--- config.mk ---
export PLATFORM = sky130hd
export DESIGN_NAME = ready_bus_ctrl
export DESIGN_NICKNAME = d
export VERILOG_FILES = /design/src/rtl/ready_bus_ctrl.sv
export SDC_FILE = /design/constraint.sdc
export NUM_CORES = 1
export LEC_CHECK = 0
export BUFFER_PORTS_ARGS = -buffer_cell sky130_fd_sc_hd__buf_2
export CAP_MARGIN = 20
export CORE_UTILIZATION = 49
export CTS_CLUSTER_DIAMETER = 40
export DETAILED_ROUTE_END_ITERATION = 7
export GPL_ROUTABILITY_DRIVEN = 1
export PLACE_DENSITY = 0.87
export SKIP_LAST_GASP = 1
export SLEW_MARGIN = 15
export SYNTH_ARGS = -nofsm -noshare
export SYNTH_HDL_FRONTEND = slang
export SYNTH_SLANG_ARGS = --single-unit
--- constraint.sdc ---
create_clock -name clk -period 5.5 [get_ports clk]
set_input_delay 1.1 -clock clk [delete_from_list [all_inputs] [get_ports clk]]
set_output_delay 1.1 -clock clk [all_outputs]
set_load 0.01 [all_outputs]
--- src/rtl/ready_bus_ctrl.sv ---
module ready_bus_ctrl #(
  parameter int AW = 16,
  parameter int DW = 16,
  parameter int FW = 4,
  parameter int PW = 3
) (
  input  logic          clk,
  input  logic          rst_n,
  input  logic          req_valid,
  input  logic          req_write,
  input  logic [AW-1:0] req_addr,
  input  logic [DW-1:0] req_wdata,
  output logic          req_ack,
  output logic [DW-1:0] rsp_rdata,
  input  logic          cfg_ready_en,
  input  logic [FW-1:0] cfg_fixed_wait,
  input  logic [PW-1:0] cfg_pre_wait,
  output logic          bus_ale,
  output logic          bus_rd_n,
  output logic          bus_wr_n,
  output logic [AW-1:0] bus_addr,
  output logic [DW-1:0] bus_dout,
  output logic          bus_dout_en,
  input  logic [DW-1:0] bus_din,
  input  logic          bus_ready_n
);
  localparam int CW = (FW > PW) ? FW : PW;

  typedef enum logic [1:0] {ST_IDLE, ST_ALE, ST_STROBE, ST_GAP} state_t;

  state_t          state;
  logic [AW-1:0]   addr_q;
  logic [DW-1:0]   wdata_q;
  logic [DW-1:0]   rdata_q;
  logic            wr_q;
  logic            rdy_en_q;
  logic [FW-1:0]   fixed_q;
  logic [PW-1:0]   pre_q;
  logic [CW-1:0]   cnt;
  logic [1:0]      rdy_sync;
  logic            ack_q;
  logic            done;
  logic            in_strobe;

  assign in_strobe = (state == ST_STROBE);
  assign done = rdy_en_q ? ((cnt >= CW'(pre_q)) && !rdy_sync[1])
                         : (cnt == CW'(fixed_q));

  always_ff @(posedge clk or negedge rst_n) begin
    if (!rst_n) rdy_sync <= 2'b11;
    else        rdy_sync <= {rdy_sync[0], bus_ready_n};
  end

  always_ff @(posedge clk or negedge rst_n) begin
    if (!rst_n) begin
      state    <= ST_IDLE;
      addr_q   <= '0;
      wdata_q  <= '0;
      wr_q     <= 1'b0;
      rdy_en_q <= 1'b0;
      fixed_q  <= '0;
      pre_q    <= '0;
      cnt      <= '0;
      ack_q    <= 1'b0;
      rdata_q  <= '0;
    end else begin
      ack_q <= in_strobe && done;
      case (state)
        ST_IDLE: if (req_valid) begin
          state    <= ST_ALE;
          addr_q   <= req_addr;
          wdata_q  <= req_wdata;
          wr_q     <= req_write;
          rdy_en_q <= cfg_ready_en;
          fixed_q  <= cfg_fixed_wait;
          pre_q    <= cfg_pre_wait;
        end
        ST_ALE: begin
          state <= ST_STROBE;
          cnt   <= '0;
        end
        ST_STROBE: begin
          if (done) begin
            state <= ST_GAP;
            if (!wr_q) rdata_q <= bus_din;
          end else if (cnt != '1) begin
            cnt <= cnt + 1'b1;
          end
        end
        default: state <= ST_IDLE;
      endcase
    end
  end

  assign bus_ale     = (state == ST_ALE);
  assign bus_rd_n    = !(in_strobe && !wr_q);
  assign bus_wr_n    = !(in_strobe && wr_q);
  assign bus_addr    = addr_q;
  assign bus_dout    = wdata_q;
  assign bus_dout_en = wr_q && (bus_ale || in_strobe);
  assign req_ack     = ack_q;
  assign rsp_rdata   = rdata_q;
endmodule

---- Word level (Yosys, flattened, before mapping) ----
Cells that the tools add are included.
storage, ports and cells
  register bits ........................... 66
  input port bits ......................... 61
  output and inout bits ................... 53
  word-level logic and storage cells ...... 45
cells by class
  add/sub/neg operators ................... 1
  $lt $le $gt $ge ......................... 1
  equal/unequal tests ..................... 8
  muxes and demuxes ....................... 7
  bitwise logic cells ..................... 1
  reductions and logical operators ........ 16
operators by type and width
  cell                 number
  $mux 4               2
  $pmux 4 s2           1
  $ne 2x2->1 const B   3
  $pmux 2 s3           1
  $reduce_and 3->1     2
  $logic_and 1x1->1    5
  $add 4x1->4 const B  1
  $eq 4x4->1           1
  $ge 4x3->1           1
  $logic_not 1->1      4
  $mux 2               2
  $ne 4x4->1 const B   1
  $reduce_and 2->1     2
  $eq 2x1->1 const B   1
  $eq 2x2->1 const B   1
  $logic_not 2->1      1
  $ne 2x1->1 const B   1
  $reduce_bool 2->1    1
  $logic_or 1x1->1     1
  $mux 1               1
  $not 1->1            1

---- Longest topological paths before layout ----
  word-level depth ........................ 5
  gate-level depth with buffers ........... 8
  mapped depth without buffers ............ 7

---- Worst setup path before layout ----
OpenSTA, ideal clock, no wires.
  path kind ............................... register to output
  from .................................... reg state[0]
  to ...................................... out bus_dout_en
  arrival ................................. 0.975 ns
  required time ........................... 4.400 ns
  slack ................................... 3.425 ns
  cell stages (with the launch flop) ...... 4
  buffers on the path ..................... 0
  cell sequence ........................... dfrtp_1 > inv_1 > ha_1 > and2_1
on the way
  word-level cells in the longest chain between the ends .. 3
ends and longest elaborated chain
  element                                          line    text
  start, declared                                  31      state_t state;
  start signal, assigned                           56      state <= ST_IDLE;
  start signal, assigned                           70      state <= ST_ALE;
  start signal, assigned                           79      state <= ST_STROBE;
  $eq 2x1->1 / $eq 2x2->1 (equally long branches)  95, 45
  $logic_or 1x1->1 *                               100     assign bus_dout_en = wr_q && (bus_ale || in_strobe);
  $logic_and 1x1->1 *                              100
  end, declared                                    23      output logic bus_dout_en,
Every way passes the cells marked *; elsewhere a longest branch is shown, timed or not.

---- Final worst setup path ----
  from .................................... reg state[0]
  to ...................................... out bus_rd_n
on the way
  word-level cells in the longest chain between the ends .. 3
ends and longest elaborated chain
  element            line  text
  $eq 2x2->1         45    assign in_strobe = (state == ST_STROBE);
  $logic_and 1x1->1  96    assign bus_rd_n = !(in_strobe && !wr_q);
  $logic_not 1->1    96
  end, declared      19    output logic bus_rd_n,
No other way between the ends.

==> results.toml <==
[drt]
drt_pass1_iterations = 4
num_vias = 1929
wirelength_um = 5230
first_iter_violations = 88
drc = 0
wl_per_cell_um = 13.5
vias_per_cell = 5.00
antenna_left = 0

[yosys]
syn_avg_cell_area_um2 = 14.6
syn_area_um2 = 2800
synth_seq_area_share_pct = 59.0
syn-num-nets = 261
synth_seq_cells = 66
post_synth_num_cell_types = 33
yosysWarnings = 0
syn_inst = 192

[clock_network]
clkTransAtPathRegs_ps = 70
clock_sinks = 66
clockBufferDepth = 2
ctsHoldBuffers = 0
root_buffer = "clkbuf_8"
clkLatencyLatePin_ps = 320
cts_tree = "built"
cts_resized = 0
cts_buffers = 9
cts_htree_levels = 3
post_cts_buffers = 0

[final_layout]
final_common_cell = "buf_2"
fill_cells = 433
area_delta_synth_final_pct = 29.1
nNetsFinal = 378
final_cell_mix = "buf_2, dfrtp_1, mux2_2"
drive_gt1_share_pct = 63.4
multi_input_area_um2 = 1070
final-seq-area_um2 = 1650
antenna_cells = 0
finish.instance_area_um2 = 3620

[critical_path]
crit_path_end_kind = "output pin"
slowest_stage = "ha_1"
crit_type = "register to output pin"
r2r_cells = 7
critPathBufInv = 2
crit_path_start_kind = "register"
crit_arrival_ps = 1670
cp.depth = 4
crit_family = "adder cells"
cp_data_required_time_ps = 4400
path_max_fanout = 14
crit_chain = "inv_1 -> ha_1 -> nand2b_1 -> buf_2"
slowest_delay_ps = 440

[power_and_ir_drop]
p_per_area_nw_per_um2 = 588
p_total_w = 0.00212
p_leak_nw = 1.80
ir_drop_v = 0.000289

[timing]
slew_headroom_pct = 37.8
worst_clock_skew_ps = 7.03
finalSetupViolations = 0
hold_viol_final = 0
tightest_slew_ps = 930
setup_tns_ps = 0
clock.fmax_ghz = 0.361
layout_min_cycle_time_ps = 2770
drv_slew = 0
finalCritPeriodShare_pct = 50.4
rsz0062_at_grt = "no"

[run]
max_cap_viol_count = 0

[worst_hold_path]
hold_depth = 0
hold_class = "register to register"

[floorplanning]
rows = 27
die_area_um2 = 6020
io_pins = 114
initial_core_util_pct = 50.9
die-width_um = 77.6
die_h_um = 77.6
core_um2 = 5510

[place]
port_buffers = 113
place_hpwl_um = 3780
gp_congestion = 0.701
place_area_um2 = 3410

[global_route]
grt_overflow = 0
grt_pass1_wl_um = 9000
grt_use_total_pct = 19.2
grt_max_degree = 67
first_global_vias = 2072
antenna_found_initial = 0

[status]
status = "completed"
## layout make-up
cell class	instances	area share (%)
Tap cell	72	2.49
Timing Repair Buffer	114	15.8
Inverter	7	0.727
Clock buffer	12	4.29
Multi-Input combinational cell	111	29.5
Clock inverter	4	1.38
Sequential cell	66	45.7
## power breakdown
group          switching [W]  total [W]  internal [W]
registers           0.000136   0.000857      0.000721
clock network       0.000172   0.000405      0.000234
logic               0.000408   0.000862      0.000454
## cells in the mapped netlist
master / instances / area, um^2
dfrtp_1: 64 / 1600
mux2_2: 58 / 653
nand2_1: 9 / 33.8
ha_1: 8 / 100
inv_1: 7 / 26.3
buf_1: 4 / 15.0
nand3_1: 4 / 20.0
xor2_1: 4 / 35.0
and2b_2: 3 / 26.3
buf_6: 3 / 33.8
a21oi_1: 2 / 10.0
dfstp_2: 2 / 52.6
mux2i_1: 2 / 20.0
nand4_1: 2 / 12.5
nor2_1: 2 / 7.51
a211o_1: 1 / 8.76
a211oi_1: 1 / 7.51
a22o_1: 1 / 8.76
a22o_2: 1 / 10.0
a32oi_2: 1 / 16.3
a41o_2: 1 / 11.3
and2_1: 1 / 6.26
and3_2: 1 / 7.51
buf_4: 1 / 7.51
nand2b_1: 1 / 6.26
nand3b_1: 1 / 7.51
nor2_4: 1 / 11.3
nor3_2: 1 / 10.0
nor3b_1: 1 / 7.51
o211ai_1: 1 / 7.51
o21ai_0: 1 / 5.00
o21ai_1: 1 / 5.00
or4b_1: 1 / 10.0
## through the flow
step / util, % / hold slack [ps] / instances / worst slack, ps
CTS: 65.7 / 356 / 386 / 2700
floorplan: - / 345 / 192 / 3420
global route: 65.7 / 365 / 386 / 2590
detailed placement: 61.9 / 349 / 370 / 3020
global placement: 61.9 / 346 / 370 / 3060
finish: 65.7 / 355 / 386 / 2730
## registers in the layout (all words and copies together), names as in the netlist
name and cells:
bus_addr 16, req_ack 1, bus_dout 16, wr_q 1, fixed_q 4, pre_q 3
rsp_rdata 16, state 2, rdy_sync 2, rdy_en_q 1, cnt 4
## kinds of logic after synthesis
logic type / share of synthesized area [%]
AOI/OAI and AO/OA: 3.22
xor gates and xnor gates: 1.25
adders and majority gates: 3.57
buffers and inverters: 2.95
DFF: 59.0
muxes: 24.0
and+or+nand+nor: 5.94
## path summary, 6_finish.rpt
kind | start | to | slack, ps
worst max register to register | cnt[0] | rsp_rdata[7] | 3050
worst min register to register | rdy_sync[0] | rdy_sync[1] | 350
max in group asynchronous | rst_n | rsp_rdata[14] | 4010
worst min-delay path | rdy_sync[0] | rdy_sync[1] | 350
min in group asynchronous | rst_n | rsp_rdata[4] | 940
worst max-delay path | state[0] | bus_rd_n | 2730
## worst register-to-register path: stages (launching register included)
cell and delay (ps):
dfrtp_1 460, inv_1 110, ha_1 270, and2b_2 200, o21ai_1 150, a32oi_2 280
nor2_4 460, mux2_2 400
## routing by layer
layer	GRT usage, %	share of wire, %	vias up
met3	5.41	4.6	5
met1	22.2	42	959
li1	-	-	905
met4	6.98	1.0	0
met5	0	0	-
met2	33.9	53	60
Note: power is estimated with default switching activity, not from simulation.
